## src/rtl/hport_pkg.sv

```systemverilog
package hport_pkg;

    localparam int WORD_W     = 16;
    localparam int BYTE_W     = 8;
    localparam int STEPS      = 8;   // byte cycles per command
    localparam int INIT_STEPS = 2;   // byte cycles of the start-up control write

    // control byte fields
    localparam int CTL_ORDER  = 0;   // 1: low byte in first cycle
    localparam int CTL_RAISE  = 1;   // interrupt toward the processor
    localparam int CTL_CLEAR  = 2;   // clear processor-to-host interrupt

    typedef enum logic [1:0] {
        SEL_CTRL = 2'b00,
        SEL_ADDR = 2'b10,
        SEL_DATA = 2'b11
    } reg_sel_e;

    typedef enum logic [1:0] {
        PH_IDLE,
        PH_SETUP,
        PH_STROBE,
        PH_HOLD
    } phase_e;

    typedef enum logic [2:0] {
        SQ_INIT,
        SQ_IDLE,
        SQ_WAIT,
        SQ_RUN,
        SQ_DONE
    } seq_e;

endpackage

```

## src/rtl/hport_irq_filter.sv

```systemverilog
module hport_irq_filter #(
    parameter int SAMPLES = 2
) (
    input  logic clk,
    input  logic rst_n,
    input  logic irq,
    output logic valid
);

    generate
        if (SAMPLES <= 1) begin : g_direct
            assign valid = irq;
        end else begin : g_hist
            localparam int HW = SAMPLES - 1;
            logic [HW-1:0] hist_d, hist_q;

            always_comb begin
                hist_d = HW'({hist_q, irq});
            end

            always_ff @(posedge clk or negedge rst_n) begin
                if (!rst_n) hist_q <= '0;
                else        hist_q <= hist_d;
            end

            assign valid = irq & (&hist_q);
        end
    endgenerate

endmodule

```

## src/rtl/hport_byte_engine.sv

```systemverilog
module hport_byte_engine
    import hport_pkg::*;
#(
    parameter int SETUP_CYC  = 2,
    parameter int STROBE_CYC = 4,
    parameter int HOLD_CYC   = 2
) (
    input  logic              clk,
    input  logic              rst_n,
    input  logic              start,
    input  logic              op_read,
    input  logic [1:0]        sel_in,
    input  logic              half_in,
    input  logic [BYTE_W-1:0] byte_in,
    input  logic [BYTE_W-1:0] bus_din,
    output logic              idle,
    output logic              done,
    output logic [BYTE_W-1:0] rbyte,
    output logic              cs_n,
    output logic              rd_n,
    output logic              wr_n,
    output logic [1:0]        sel,
    output logic              half,
    output logic [BYTE_W-1:0] dout
);

    localparam int MAX_AB = (SETUP_CYC > STROBE_CYC) ? SETUP_CYC : STROBE_CYC;
    localparam int MAXC   = (MAX_AB > HOLD_CYC) ? MAX_AB : HOLD_CYC;
    localparam int CW     = $clog2(MAXC + 1);
    localparam logic [CW-1:0] SETUP_LAST  = CW'(SETUP_CYC - 1);
    localparam logic [CW-1:0] STROBE_LAST = CW'(STROBE_CYC - 1);
    localparam logic [CW-1:0] HOLD_LAST   = CW'(HOLD_CYC - 1);

    typedef struct packed {
        phase_e            ph;
        logic [CW-1:0]     cnt;
        logic              rd;
        logic [1:0]        sel;
        logic              half;
        logic [BYTE_W-1:0] byt;
        logic              done;
        logic [BYTE_W-1:0] rbyte;
    } eng_t;

    eng_t q, d;

    always_comb begin
        d      = q;
        d.done = 1'b0;
        case (q.ph)
            PH_IDLE: begin
                if (start) begin
                    d.ph   = PH_SETUP;
                    d.cnt  = '0;
                    d.rd   = op_read;
                    d.sel  = sel_in;
                    d.half = half_in;
                    d.byt  = byte_in;
                end
            end
            PH_SETUP: begin
                if (q.cnt == SETUP_LAST) begin
                    d.ph  = PH_STROBE;
                    d.cnt = '0;
                end else begin
                    d.cnt = q.cnt + 1'b1;
                end
            end
            PH_STROBE: begin
                if (q.cnt == STROBE_LAST) begin
                    d.ph  = PH_HOLD;
                    d.cnt = '0;
                    if (q.rd) d.rbyte = bus_din;
                end else begin
                    d.cnt = q.cnt + 1'b1;
                end
            end
            PH_HOLD: begin
                if (q.cnt == HOLD_LAST) begin
                    d.ph   = PH_IDLE;
                    d.cnt  = '0;
                    d.done = 1'b1;
                end else begin
                    d.cnt = q.cnt + 1'b1;
                end
            end
            default: d.ph = PH_IDLE;
        endcase
    end

    always_ff @(posedge clk or negedge rst_n) begin
        if (!rst_n) begin
            q.ph    <= PH_IDLE;
            q.cnt   <= '0;
            q.rd    <= 1'b0;
            q.sel   <= 2'b00;
            q.half  <= 1'b0;
            q.byt   <= '0;
            q.done  <= 1'b0;
            q.rbyte <= '0;
        end else begin
            q <= d;
        end
    end

    assign idle  = (q.ph == PH_IDLE);
    assign done  = q.done;
    assign rbyte = q.rbyte;
    assign cs_n  = (q.ph == PH_IDLE);
    assign rd_n  = !((q.ph == PH_STROBE) && q.rd);
    assign wr_n  = !((q.ph == PH_STROBE) && !q.rd);
    assign sel   = q.sel;
    assign half  = q.half;
    assign dout  = q.byt;

endmodule

```

## src/rtl/hport_seq.sv

```systemverilog
module hport_seq
    import hport_pkg::*;
#(
    parameter int SETUP_CYC   = 2,
    parameter int STROBE_CYC  = 4,
    parameter int HOLD_CYC    = 2,
    parameter bit LOW_FIRST   = 1'b0,
    parameter int IRQ_SAMPLES = 2
) (
    input  logic              clk,
    input  logic              rst_n,
    input  logic              cmd_valid,
    output logic              cmd_ready,
    input  logic              cmd_write,
    input  logic [WORD_W-1:0] cmd_addr,
    input  logic [WORD_W-1:0] cmd_wdata,
    output logic              rsp_done,
    output logic [WORD_W-1:0] rsp_rdata,
    input  logic              proc_irq,
    output logic              port_cs_n,
    output logic              port_rd_n,
    output logic              port_wr_n,
    output logic [1:0]        port_sel,
    output logic              port_half,
    output logic [BYTE_W-1:0] port_dout,
    input  logic [BYTE_W-1:0] port_din
);

    localparam int SW = $clog2(STEPS);
    localparam logic [SW-1:0] LAST_STEP = SW'(STEPS - 1);
    localparam logic [SW-1:0] INIT_LAST = SW'(INIT_STEPS - 1);

    typedef struct packed {
        seq_e              st;
        logic [SW-1:0]     step;
        logic              issued;
        logic              wr;
        logic [WORD_W-1:0] addr;
        logic [WORD_W-1:0] wdata;
        logic [WORD_W-1:0] rdata;
    } seq_t;

    seq_t q, d;

    logic              irq_ok;
    logic              eng_idle, eng_done, eng_start;
    logic [BYTE_W-1:0] eng_rbyte;
    reg_sel_e          step_sel;
    logic              pick_low;
    logic              step_read;
    logic [BYTE_W-1:0] ctl_byte;
    logic [WORD_W-1:0] step_word;
    logic [BYTE_W-1:0] step_byte;

    hport_irq_filter #(
        .SAMPLES(IRQ_SAMPLES)
    ) u_irq (
        .clk  (clk),
        .rst_n(rst_n),
        .irq  (proc_irq),
        .valid(irq_ok)
    );

    // decode of the current script step
    always_comb begin
        case (q.step[SW-1:1])
            2'd1:    step_sel = SEL_ADDR;
            2'd2:    step_sel = SEL_DATA;
            default: step_sel = SEL_CTRL;
        endcase
        pick_low  = q.step[0] ^ LOW_FIRST;
        step_read = (step_sel == SEL_DATA) && !q.wr;

        ctl_byte            = '0;
        ctl_byte[CTL_ORDER] = LOW_FIRST;
        if ((q.st == SQ_INIT) || (q.step[SW-1:1] == 2'd0))
            ctl_byte[CTL_CLEAR] = 1'b1;
        else
            ctl_byte[CTL_RAISE] = 1'b1;

        step_word = (step_sel == SEL_ADDR) ? q.addr : q.wdata;
        if (step_sel == SEL_CTRL)
            step_byte = ctl_byte;
        else if (pick_low)
            step_byte = step_word[BYTE_W-1:0];
        else
            step_byte = step_word[WORD_W-1:BYTE_W];

        eng_start = ((q.st == SQ_INIT) || (q.st == SQ_RUN)) && !q.issued && eng_idle;
    end

    // next-state computation
    always_comb begin
        d = q;
        if (eng_start) d.issued = 1'b1;
        case (q.st)
            SQ_INIT, SQ_RUN: begin
                if (eng_done) begin
                    d.issued = 1'b0;
                    d.step   = q.step + 1'b1;
                    if (step_read) begin
                        if (pick_low) d.rdata[BYTE_W-1:0]      = eng_rbyte;
                        else          d.rdata[WORD_W-1:BYTE_W] = eng_rbyte;
                    end
                    if ((q.st == SQ_INIT) && (q.step == INIT_LAST)) begin
                        d.st   = SQ_IDLE;
                        d.step = '0;
                    end else if ((q.st == SQ_RUN) && (q.step == LAST_STEP)) begin
                        d.st   = SQ_DONE;
                        d.step = '0;
                    end
                end
            end
            SQ_IDLE: begin
                if (cmd_valid) begin
                    d.st    = SQ_WAIT;
                    d.wr    = cmd_write;
                    d.addr  = cmd_addr;
                    d.wdata = cmd_wdata;
                    d.rdata = '0;
                end
            end
            SQ_WAIT: begin
                if (irq_ok) begin
                    d.st   = SQ_RUN;
                    d.step = '0;
                end
            end
            SQ_DONE: d.st = SQ_IDLE;
            default: d.st = SQ_IDLE;
        endcase
    end

    always_ff @(posedge clk or negedge rst_n) begin
        if (!rst_n) begin
            q.st     <= SQ_INIT;
            q.step   <= '0;
            q.issued <= 1'b0;
            q.wr     <= 1'b0;
            q.addr   <= '0;
            q.wdata  <= '0;
            q.rdata  <= '0;
        end else begin
            q <= d;
        end
    end

    hport_byte_engine #(
        .SETUP_CYC (SETUP_CYC),
        .STROBE_CYC(STROBE_CYC),
        .HOLD_CYC  (HOLD_CYC)
    ) u_eng (
        .clk    (clk),
        .rst_n  (rst_n),
        .start  (eng_start),
        .op_read(step_read),
        .sel_in (step_sel),
        .half_in(q.step[0]),
        .byte_in(step_byte),
        .bus_din(port_din),
        .idle   (eng_idle),
        .done   (eng_done),
        .rbyte  (eng_rbyte),
        .cs_n   (port_cs_n),
        .rd_n   (port_rd_n),
        .wr_n   (port_wr_n),
        .sel    (port_sel),
        .half   (port_half),
        .dout   (port_dout)
    );

    assign cmd_ready = (q.st == SQ_IDLE);
    assign rsp_done  = (q.st == SQ_DONE);
    assign rsp_rdata = q.rdata;

endmodule

```

## config.mk

```make
export PLATFORM = sky130hd
export DESIGN_NAME = hport_seq
export DESIGN_NICKNAME = d
export VERILOG_FILES = /design/src/rtl/hport_pkg.sv /design/src/rtl/hport_irq_filter.sv /design/src/rtl/hport_byte_engine.sv /design/src/rtl/hport_seq.sv
export SDC_FILE = /design/constraint.sdc
export NUM_CORES = 1
export LEC_CHECK = 0
export ABC_AREA = 1
export BUFFER_PORTS_ARGS = -buffer_cell sky130_fd_sc_hd__buf_2
export CAP_MARGIN = 30
export CORE_MARGIN = 2
export CORE_UTILIZATION = 56
export DETAILED_ROUTE_END_ITERATION = 7
export PLACE_DENSITY = 0.8
export SYNTH_ARGS = -nofsm -noshare
export SYNTH_HDL_FRONTEND = slang
export SYNTH_SLANG_ARGS = --single-unit
```

## constraint.sdc

```tcl
create_clock -name clk -period 1.65 [get_ports clk]
set_input_delay 0.165 -clock clk [delete_from_list [all_inputs] [get_ports clk]]
set_output_delay 0.165 -clock clk [all_outputs]
set_load 0.02 [all_outputs]
```

# After elaboration in Yosys (flattened, before gate mapping)
# Index checks and enable logic that the tools add are counted.
[totals]
output_inout_bits = 32
regBits = 83
wordCells = 105
in_bits = 45
[classes]
mux = 30
n_eq_ne = 26
addsub = 2
reduce_logical = 29
n_bitwise = 1
[ops]
columns = ["op", "n"]
rows = [
  ["16-bit two-way mux", 4],
  ["8-bit two-way mux", 4],
  ["16-bit case mux with 2 select lines", 1],
  ["5-bit case mux with 4 select lines", 1],
  ["6-bit two-way mux", 3],
  ["17-bit two-way mux", 1],
  ["2-bit by 1-bit inequality test with 1-bit output (second input constant)", 6],
  ["2-bit equality test (second input constant)", 5],
  ["5-bit AND reduction", 2],
  ["3-bit by 1-bit equality test with 1-bit output (second input constant)", 3],
  ["3-bit by 2-bit equality test with 1-bit output (second input constant)", 3],
  ["3-bit two-way mux", 3],
  ["3-bit case mux with 3 select lines", 1],
  ["2-bit inequality test (second input constant)", 4],
  ["4-bit AND reduction", 2],
  ["1-bit logical AND", 7],
  ["7-bit two-way mux", 1],
  ["3-bit by 1-bit adder with 3-bit output (second input constant)", 2],
  ["3-bit equality test (second input constant)", 2],
  ["2-bit zero test", 3],
  ["1-bit two-way mux", 6],
  ["2-bit two-way mux", 3],
  ["3-bit case mux with 2 select lines", 1],
  ["3-bit AND reduction", 2],
  ["other kinds (10)", 18],
]

# Longest topological paths before layout
# Gate-level depths: netlist (run 1).
[logic_depth]
word_depth = 8
depth_mapped = 10

# Cells and area by module
# From an unflattened synthesis (run 1), not the netlist that was laid out.
[unflattened]
hier_cells = 537
area_unflattened_um2 = 4479.3
[by_module_without_submodules]
columns = ["module", "n_inst", "seq_area_each_um2", "cells_per_inst", "area_each_um2"]
rows = [
  ["hport_seq", 1, 1401.3, 387, 2979.1],
  ["hport_byte_engine", 1, 650.6, 147, 1467.7],
  ["hport_irq_filter", 1, 25.0, 3, 32.5],
]

# Least setup slack after synthesis (run 1)
# OpenSTA, ideal clock, no wires.
[synth_path]
path_type = "register to register"
startpoint = "reg u_eng.q[21] (netlist bit)"
endpoint = "reg, netlist name u_eng.rbyte[0]"
path_buffers = 0
arrival_time_ps = 1400
setup_ps = 125
setup_slack_ps = 125
path_stages_with_launch = 5
synth_period_minus_slack_ps = 1525
cell_sequence = "dfrtp_1 > ha_1 > ha_1 > nand3_1 > mux2_2"
[synth_via]
elab_chain_len = 2
[synth_lines]
columns = ["item", "line_no", "source"]
rows = [
  ["start, declared", "hport_byte_engine.sv:45", "eng_t q, d;"],
  ["3-bit by 2-bit equality test with 1-bit output", "hport_byte_engine.sv:70", "if (q.cnt == STROBE_LAST) begin"],
  ["3-bit AND reduction (no source line)", "-", ""],
]
# Every way passes these cells.
# A chain may end at the register's enable or synchronous reset.

# Final worst setup path (run 1)
[layout_path]
startpoint = "reg u_eng.q[24] (netlist bit)"
endpoint = "out port_wr_n"
[layout_via]
elab_chain_len = 3
[layout_lines]
columns = ["item", "line_no", "source"]
rows = [
  ["2-bit equality test", "hport_byte_engine.sv:111", "assign wr_n = !((q.ph == PH_STROBE) && !q.rd);"],
  ["1-bit logical AND", "hport_byte_engine.sv:111", ""],
  ["1-bit zero test", "hport_byte_engine.sv:111", ""],
  ["end, declared", "hport_seq.sv:22", "output logic port_wr_n,"],
]
# Every way passes these cells.

==> flow_summary.json, run 1 <==
{
  "status": "complete, no violations",
  "diodes": 0,
  "synth_area_per_cell_um2": 8.481,
  "synth-xor-area-share_pct": 0,
  "grt_pass1_wl_um": 15990,
  "gp_congestion": 0.8292,
  "drtIter0Drc": 222,
  "cts_buffers": 9,
  "ys_top_cells_by_area": "dfrtp_1 48%, nand2_1 17%, nand3_1 7.1%",
  "drtPass1Iterations": 7,
  "ant_nets": 0,
  "multi_input_area_um2": 1841,
  "insertion_delay_ns": 0.36,
  "pwr-share-comb_pct": 41.7,
  "internal_power_mw": 4.870,
  "whs_ns": 0.03496,
  "synthDistinctLibCells": 29,
  "finClkSkew_ns": 0.01333,
  "final_cell_mix": "196 x nand2_1, 81 x dfrtp_1, 73 x buf_2, 61 x nand3_1, 32 x buf_4",
  "grt_overflow_total": 0,
  "clockBufferDepth": 2,
  "core_area_um2": 7331,
  "synth-compound-area-share_pct": 3.586,
  "min_path_type": "primary input to register",
  "setup_tns_ns": 0,
  "grt_max_degree": 41,
  "vias": 3700,
  "cp_cell_sequence": "inv_2 -> ha_4 -> inv_2 -> or2_2 -> buf_6",
  "worst_pin_slew_ns": 0.3855,
  "seq_power_share_pct": 37.4,
  "critPathSlowestCell": "dfrtp_1",
  "die-area_um2": 8380,
  "criticalPathCategory": "register to output port",
  "clkPwrFrac_pct": 20.8,
  "min_period_ns": 1.593,
  "cts_root_buf": "clkbuf_8",
  "synth_edf_count": 0,
  "grt_antenna_before_repair": 0,
  "synth-seq-area-share_pct": 48.40,
  "post_synth_inst_count": 506,
  "die_x_um": 91.54,
  "start_util_pct": 58.54,
  "synthMuxAreaShare_pct": 2.099,
  "final_common_cell": "nand2_1",
  "critPathMaxStageDelay_ns": 0.41,
  "htree_levels": 3,
  "dp_hpwl_um": 6733,
  "fin_nets": 644,
  "layout-drive-gt1-share_pct": 28.64,
  "p_sw_share_pct": 40.09,
  "synth_top_family_by_area": "simple AND/OR/NAND/NOR gates",
  "finalWorstSetupSlack_ns": 0.05749,
  "crit_top_cell": "inv_2",
  "pin_count": 77,
  "final-hold-violation-count": 0,
  "final-seq-area_um2": 2079,
  "worstPathArrival_ns": 1.43,
  "worst_r2r_path_depth": 5,
  "wl_per_cell_um": 14.39,
  "drc": 0,
  "clkTransAtPathRegs_ns": 0.09,
  "grt_pass1_vias": 3529,
  "met3_usage_pct": 3.485,
  "vias_per_cell": 5.370,
  "syn_area_um2": 4292,
  "die_y_um": 91.54,
  "startpoint_type": "register",
  "max_freq_mhz": 627.9,
  "yosys.area_share.simple_pct": 31.69,
  "fp-row-count": 31,
  "powerDensity_nw_per_um2": 1579,
  "place_ws_ns": 0.06182,
  "cts.sinks": 83,
  "leakagePower_nw": 2.799,
  "area_growth_pct": 19.97,
  "setup_viol": 0,
  "netlist.top_cell.by_area": "dfrtp_1",
  "crit_family": "flip-flops",
  "grt.total_usage_pct": 23.81,
  "ys.flop_type": "dfrtp_1",
  "yosys_warnings": 0,
  "synth.top_cell.area_share_pct": 48.40,
  "syn-num-nets": 565,
  "maxSlewHeadroom_pct": 74.30,
  "routed_wl_um": 9918,
  "synth_fa_ha_area_share_pct": 4.082,
  "fillCellCount": 560,
  "io_buffer_count": 76,
  "hold_depth": 3,
  "met1_usage_pct": 30.03,
  "cts_tree": "yes",
  "end_kind": "output port",
  "met2_usage_pct": 42.03,
  "cp.depth": 5,
  "crit_buf_inv": 3,
  "cap_violations": 0,
  "slew_viol_final": 0,
  "period_share_pct": 96.52,
  "switchingPower_mw": 3.259,
  "final_util_pct": 70.23,
  "gr-max-usage-layer": "met2",
  "cp_max_fo": 3,
  "ir_drop_mv": 0.8305,
  "async_reset_ff_share_pct": 100.0,
  "worstPathRequired_ns": 1.48,
  "ys_ff_latch": 83
}
cell families after synthesis:
group / count (synthesis)
simple gates: 299
flops: 83
fa+ha+maj: 14
compound gates: 24
mux: 8
buf+inv: 78
cell usage after synthesis, types with 4 or more instances:
cell type / n
nor2_1: 6
clkbuf_1: 8
ha_1: 14
buf_4: 27
inv_1: 28
dfrtp_1: 83
nand3_1: 61
o21ai_0: 7
mux2_2: 8
buf_2: 8
nand2_1: 197
o21ai_2: 8
a21oi_1: 5
nand4_1: 20
inv_2: 4
worst reg2reg max path, stage by stage, from the launching register on:
cell     delay, ns
dfrtp_1       0.42
ha_1          0.23
ha_1          0.21
nand3_1       0.13
buf_12        0.14
mux2_2        0.34
layout make-up:
| cell class | count | share of cell area, % |
|---|---|---|
| tap | 99 | 2.406 |
| multi-input combinational | 346 | 35.75 |
| inverter | 32 | 2.382 |
| timing repair buffer | 113 | 14.56 |
| sequential | 83 | 40.39 |
| clock inverter | 6 | 1.847 |
| clock buffer | 10 | 2.673 |
stage by stage:
| step | cells | power, mW | instance area (µm²) |
|---|---|---|---|
| 4_1_cts | 677 | 7.830 | 5014 |
| 5_1_grt | 689 | 8.663 | 5149 |
| 3_3_place_gp | 653 | 5.837 | 4668 |
| 2_1_floorplan | 506 | 5.326 | 4292 |
| 6_report | 689 | 8.129 | 5149 |
| 3_5_place_dp | 653 | 5.974 | 4668 |
path summary, 6_finish.rpt:
path	to	start	slack [ns]
max	port_wr_n	u_eng.q[24]	0.06
min	q[45]	cmd_addr[13]	0.03
max reg2reg	u_eng.rbyte[0]	u_eng.q[21]	0.08
min reg2reg	rsp_rdata[7]	rsp_rdata[7]	0.48
max in group asynchronous	q[20]	rst_n	0.84
min in group asynchronous	u_irq.g_hist.hist_q	rst_n	0.27
registers in the layout, indices dropped and copies added (netlist names):
| signal | flops |
|---|---|
| pick_low | 1 |
| u_eng.rbyte | 8 |
| q | 39 |
| u_eng.q | 6 |
| u_eng.half | 1 |
| rsp_rdata | 16 |
| u_eng.sel | 2 |
| u_eng.done | 1 |
| u_eng.dout | 8 |
| u_irq.g_hist.hist_q | 1 |
repair_timing:
action / in CTS / in global routing
endpoints found under the setup margin: 2 / 30
gates cloned: 1 / 1
pin swaps: 2 / 4
hold endpoints to repair: 29 / 0
hold buffers: 2 / 0
setup buffers: 5 / 11
gates resized for setup: 9 / 9
power groups by stage:
| stage | clock, mW | combinational [mW] | sequential [mW] |
|---|---|---|---|
| finish | 1.69 | 3.39 | 3.04 |
| global route | 1.80 | 3.75 | 3.11 |
| CTS | 1.70 | 3.11 | 3.02 |
| detailed placement | 0 | 2.90 | 3.07 |
| global placement | 0 | 2.79 | 3.05 |
| floorplan | 0 | 2.34 | 2.99 |
routing by layer:
metal | wire [µm] | vias up
li1 | - | 1758
met1 | 3998 | 1761
met2 | 5163 | 161
met3 | 579 | 20
met4 | 177 | 0
met5 | 0 | -
Power figures use the tool's default switching activity.
==> run 2: changes to the inputs <==
--- a/config.mk
+++ b/config.mk
@@ -9,9 +9,9 @@
 export BUFFER_PORTS_ARGS = -buffer_cell sky130_fd_sc_hd__buf_2
 export CAP_MARGIN = 30
 export CORE_MARGIN = 2
-export CORE_UTILIZATION = 56
+export CORE_UTILIZATION = 60
 export DETAILED_ROUTE_END_ITERATION = 7
-export PLACE_DENSITY = 0.8
+export PLACE_DENSITY = 0.85
 export SYNTH_ARGS = -nofsm -noshare
 export SYNTH_HDL_FRONTEND = slang
 export SYNTH_SLANG_ARGS = --single-unit
==> constraint.sdc (replaced) <==
create_clock -name clk -period 1.9 [get_ports clk]
set_input_delay 0.19 -clock clk [delete_from_list [all_inputs] [get_ports clk]]
set_output_delay 0.19 -clock clk [all_outputs]
set_load 0.02 [all_outputs]
==> run 2 against run 1 <==
  * Critical path depth unchanged
  * Cell area down 6.8%
  * Sequential share of layout area up 2.9 points
  * Clock-buffer cell count down 1
  * Non-clock buffer count down 28
  * Worst hold slack better by 0.028 ns
  * Clock power down 14%
  * Flip-flop and latch count unchanged
  * Register-to-register slack better by 0.09 ns
  * Combinational power down 30%
  * Worst setup slack better by 0.038 ns
  * Wire length down 11%
==> flow_summary.json, run 2 (synthesized netlist as in run 1, its figures left out) <==
{
  "status": "complete, no violations",
  "fillCellCount": 570,
  "drtIter0Drc": 277,
  "pin_count": 77,
  "ir_drop_mv": 0.7231,
  "place_area_um2": 4544,
  "dp_cells": 639,
  "insertion_delay_ns": 0.35,
  "worstPathArrival_ns": 1.61,
  "dp_hpwl_um": 6388,
  "diodes": 0,
  "finalPower_mw": 6.473,
  "finalWorstSetupSlack_ns": 0.09534,
  "startpoint_type": "register",
  "final_util_pct": 69.85,
  "routed_wl_um": 8839,
  "layout-drive-gt1-share_pct": 23.71,
  "grt_overflow_total": 0,
  "largest_reg_flops": 39,
  "grt_antenna_before_repair": 0,
  "area_growth_pct": 11.81,
  "die_y_um": 88.58,
  "htree_levels": 3,
  "clockBufferDepth": 2,
  "leakagePower_nw": 2.639,
  "powerDensity_nw_per_um2": 1349,
  "grt.total_usage_pct": 24.89,
  "top_register": "q",
  "slew_viol_final": 0,
  "place_ws_ns": 0.1672,
  "grt_max_degree": 48,
  "ant_nets": 0,
  "drc": 0,
  "maxSlewHeadroom_pct": 65.43,
  "vias_per_cell": 5.355,
  "setup_tns_ns": 0,
  "cts_tree": "yes",
  "cts_buffers": 9,
  "whs_ns": 0.06271,
  "final-hold-violation-count": 0,
  "grt_pass1_vias": 3447,
  "rsz0062_at_grt": "no",
  "fp-row-count": 30,
  "final_common_cell": "nand2_1",
  "die_x_um": 88.58,
  "gp_congestion": 0.8654,
  "cp_max_fo": 4,
  "criticalPathCategory": "register to output port",
  "cts_root_buf": "clkbuf_8",
  "max_freq_mhz": 554.1,
  "core_area_um2": 6869,
  "finClkSkew_ns": 0.008137,
  "drtPass1Iterations": 6,
  "cap_violations": 0,
  "final_cell_mix": "197 x nand2_1, 83 x dfrtp_1, 75 x buf_2, 61 x nand3_1, 28 x inv_1",
  "final_area_um2": 4798,
  "vias": 3518,
  "period_share_pct": 94.98,
  "setup_viol": 0,
  "cts_setup_buffers": 0,
  "fin_nets": 615,
  "start_util_pct": 62.48,
  "worstPathRequired_ns": 1.71,
  "grt_pass1_wl_um": 15160,
  "min_period_ns": 1.805,
  "final_cell_count_no_fill": 657,
  "io_buffer_count": 76,
  "min_path_type": "primary input to register",
  "worst_pin_slew_ns": 0.5181,
  "clkTransAtPathRegs_ns": 0.09,
  "die-area_um2": 7846,
  "wl_per_cell_um": 13.45,
  "cts.sinks": 83,
  "end_kind": "output port"
}
[run 2: cell types whose count changed in the layout (fill, tap and decap cells not counted), moves of 2 or more]
cell and delta:
buf_4 -25, buf_2 +2, dfrtp_1 +2, dfrtp_2 -2, inv_1 +2, inv_6 +2, ha_1 +2, nand2_8 -2
buf_12 -3
[run 2: final timing paths]
kind                               from              to  slack (ns)  depth (start not counted)
max                         u_eng.q[24]       port_wr_n         0.1                          5
min                        cmd_wdata[4]           q[20]        0.06                          3
max reg2reg                 u_eng.q[21]  u_eng.rbyte[4]        0.17                          4
min reg2reg                rsp_rdata[4]    rsp_rdata[4]        0.47                          2
max in group asynchronous         rst_n           q[44]        0.95                          3
min in group asynchronous         rst_n     u_eng.q[24]        0.33                          2
[run 2: layout make-up]
| cell class | count | area, µm² | share of cell area, % |
|---|---|---|---|
| clock buffers | 9 | 123.9 | 2.581 |
| flip-flops and latches | 83 | 2077 | 43.29 |
| inverters | 32 | 120.1 | 2.503 |
| well taps | 96 | 120.1 | 2.503 |
| repair buffers | 85 | 467.9 | 9.752 |
| multi-input cells | 345 | 1784 | 37.18 |
| clock inverters | 7 | 105.1 | 2.190 |
[run 2: metal layers]
| layer | track usage (%) | wire length [µm] |
|---|---|---|
| met3 | 4.571 | 467 |
| met5 | 0 | 0 |
| met2 | 41.83 | 4461 |
| met4 | 11.43 | 212 |
| met1 | 31.39 | 3698 |
[run 2: critical path, stage by stage (launching register included)]
cell and delay [ns]:
dfrtp_1 0.42, inv_1 0.10, ha_1 0.23, inv_1 0.08
or2_2 0.27, buf_2 0.16
[run 2: where the power goes]
group	internal, mW	switching, mW	total (mW)
clock network	0.763	0.688	1.45
registers	2.32	0.338	2.66
logic	0.767	1.60	2.37
total	3.85	2.62	6.47
[run 2: timing repair]
action	in CTS	in global routing
hold buffers	2	0
gates resized for setup	0	1
endpoints found under the hold margin	37	0
setup endpoints to repair	0	22
==> run 3: changes to the inputs <==
--- a/config.mk
+++ b/config.mk
@@ -8,10 +8,12 @@
 export ABC_AREA = 1
 export BUFFER_PORTS_ARGS = -buffer_cell sky130_fd_sc_hd__buf_2
 export CAP_MARGIN = 30
+export CELL_PAD_IN_SITES_DETAIL_PLACEMENT = 0
+export CELL_PAD_IN_SITES_GLOBAL_PLACEMENT = 1
 export CORE_MARGIN = 2
-export CORE_UTILIZATION = 60
+export CORE_UTILIZATION = 45
 export DETAILED_ROUTE_END_ITERATION = 7
-export PLACE_DENSITY = 0.85
+export PLACE_DENSITY_LB_ADDON = 0.1
 export SYNTH_ARGS = -nofsm -noshare
 export SYNTH_HDL_FRONTEND = slang
 export SYNTH_SLANG_ARGS = --single-unit
==> run 3 against run 2 <==
  * Critical path depth unchanged
  * Worst hold slack improved by 0.0029 ns
  * Clock power about the same
  * Critical path type unchanged
  * Largest cell class unchanged
  * Largest power group unchanged
==> flow_summary.json, run 3 (synthesized netlist as in run 1, its figures left out) <==
{
  "worstPathRequired_ns": 1.71,
  "grt_max_degree": 36,
  "die_y_um": 101.7,
  "reg2reg_to": "u_eng.rbyte[7]",
  "clockBufferDepth": 2,
  "cp_max_fo": 33,
  "die-area_um2": 10330,
  "maxSlewHeadroom_pct": 68.10,
  "cts_buffers": 9,
  "grt_pass1_vias": 3328,
  "min_path_type": "primary input to register",
  "worstPathArrival_ns": 1.59,
  "clkTransAtPathRegs_ns": 0.09,
  "drc": 0,
  "fp-row-count": 35,
  "area_growth_pct": 13.91,
  "layout-drive-gt1-share_pct": 24.65,
  "powerDensity_nw_per_um2": 1331,
  "status": "complete, no violations",
  "worstHoldStart": "cmd_wdata[11]",
  "io_buffer_count": 76,
  "diodes": 0,
  "criticalPathCategory": "register to output port",
  "start_util_pct": 46.45,
  "cts.sinks": 83,
  "dp_hpwl_um": 6742,
  "final_cell_count_no_fill": 693,
  "place_area_um2": 4613,
  "hold_path_end": "q[27]",
  "grt_pass1_wl_um": 15830,
  "top_register": "q",
  "hold_depth": 3,
  "vias_per_cell": 4.844,
  "whs_ns": 0.06561,
  "period_share_pct": 93.57,
  "worst_r2r_path_depth": 4,
  "r2r_start": "u_eng.q[21]",
  "finalPower_mw": 6.508,
  "htree_levels": 3,
  "drtIter0Drc": 144,
  "cts_tree": "yes",
  "final_util_pct": 52.90,
  "grt.total_usage_pct": 19.64,
  "fillCellCount": 945,
  "setup_tns_ns": 0,
  "finalWorstSetupSlack_ns": 0.1222,
  "vias": 3357,
  "startpoint_type": "register",
  "wl_per_cell_um": 13.46,
  "ir_drop_mv": 0.5136,
  "final_area_um2": 4888,
  "setup_viol": 0,
  "cts_root_buf": "clkbuf_8",
  "pin_count": 77,
  "min_period_ns": 1.778,
  "gp_congestion": 0.8217,
  "dp_cells": 674,
  "grt_overflow_total": 0,
  "rsz0062_at_grt": "no",
  "final_common_cell": "nand2_1",
  "end_kind": "output port",
  "insertion_delay_ns": 0.35,
  "final-hold-violation-count": 0,
  "leakagePower_nw": 2.646,
  "fin_nets": 618,
  "slew_viol_final": 0,
  "place_ws_ns": 0.1957,
  "rrSetupSlack_ns": 0.20,
  "ant_nets": 0,
  "routed_wl_um": 9331,
  "drtPass1Iterations": 4,
  "core_area_um2": 9240,
  "cap_violations": 0,
  "finClkSkew_ns": 0.01821,
  "grt_antenna_before_repair": 0,
  "die_x_um": 101.7,
  "final_cell_mix": "197 x nand2_1, 80 x dfrtp_1, 74 x buf_2, 61 x nand3_1, 28 x inv_1",
  "worst_pin_slew_ns": 0.4785,
  "largest_reg_flops": 39,
  "max_freq_mhz": 562.5
}
[run 3: final cells by class]
cell class                      instances  area [µm²]  share of cell area [%]
Sequential cell                        83        2081                   42.56
Multi-Input combinational cell        345        1792                   36.65
Timing Repair Buffer                   88       505.5                   10.34
Tap cell                              129       161.4                   3.302
Clock buffer                           11       141.4                   2.892
Inverter                               32       122.6                   2.508
Clock inverter                          5       85.08                   1.740
[run 3: layer usage]
metal  track usage [%]  routed length (µm)  vias to the layer above
met5                 0                   0                        -
met4             6.549                 173                        0
met3             3.727                 322                       13
met2             32.79                4611                       65
met1             25.72                4225                     1571
li1                  -                   -                     1708
[run 3: repair_timing]
action | CTS | global route
setup endpoints to repair | 1 | 2
gates resized for setup | 2 | 6
endpoints found under the hold margin | 34 | 0
hold buffers | 2 | 0
pin swaps | 0 | 1
setup buffers | 1 | 0
[run 3: worst max-delay path by stage]
stage,cells past startpoint,startpoint,slack (ns),end
floorplan,4,u_eng.q[21],0.38,u_eng.rbyte[0]
global placement,7,q[51],0.22,rsp_rdata[9]
detailed placement,4,u_eng.q[21],0.20,u_eng.rbyte[7]
CTS,5,q[55],0.002,cmd_ready
global route,5,q[55],0.02,cmd_ready
finish,5,q[55],0.12,cmd_ready
[run 3: worst max-delay path: stages, from the launching register on]
cell and delay (ns):
dfrtp_2 0.47, nor2_4 0.16, nand2_4 0.13, inv_2 0.12, buf_12 0.18, buf_4 0.16
[run 3: report_power, final]
| group | internal [mW] | switching (mW) |
|---|---|---|
| Sequential | 2.32 | 0.330 |
| Combinational | 0.804 | 1.60 |
| Clock | 0.785 | 0.665 |
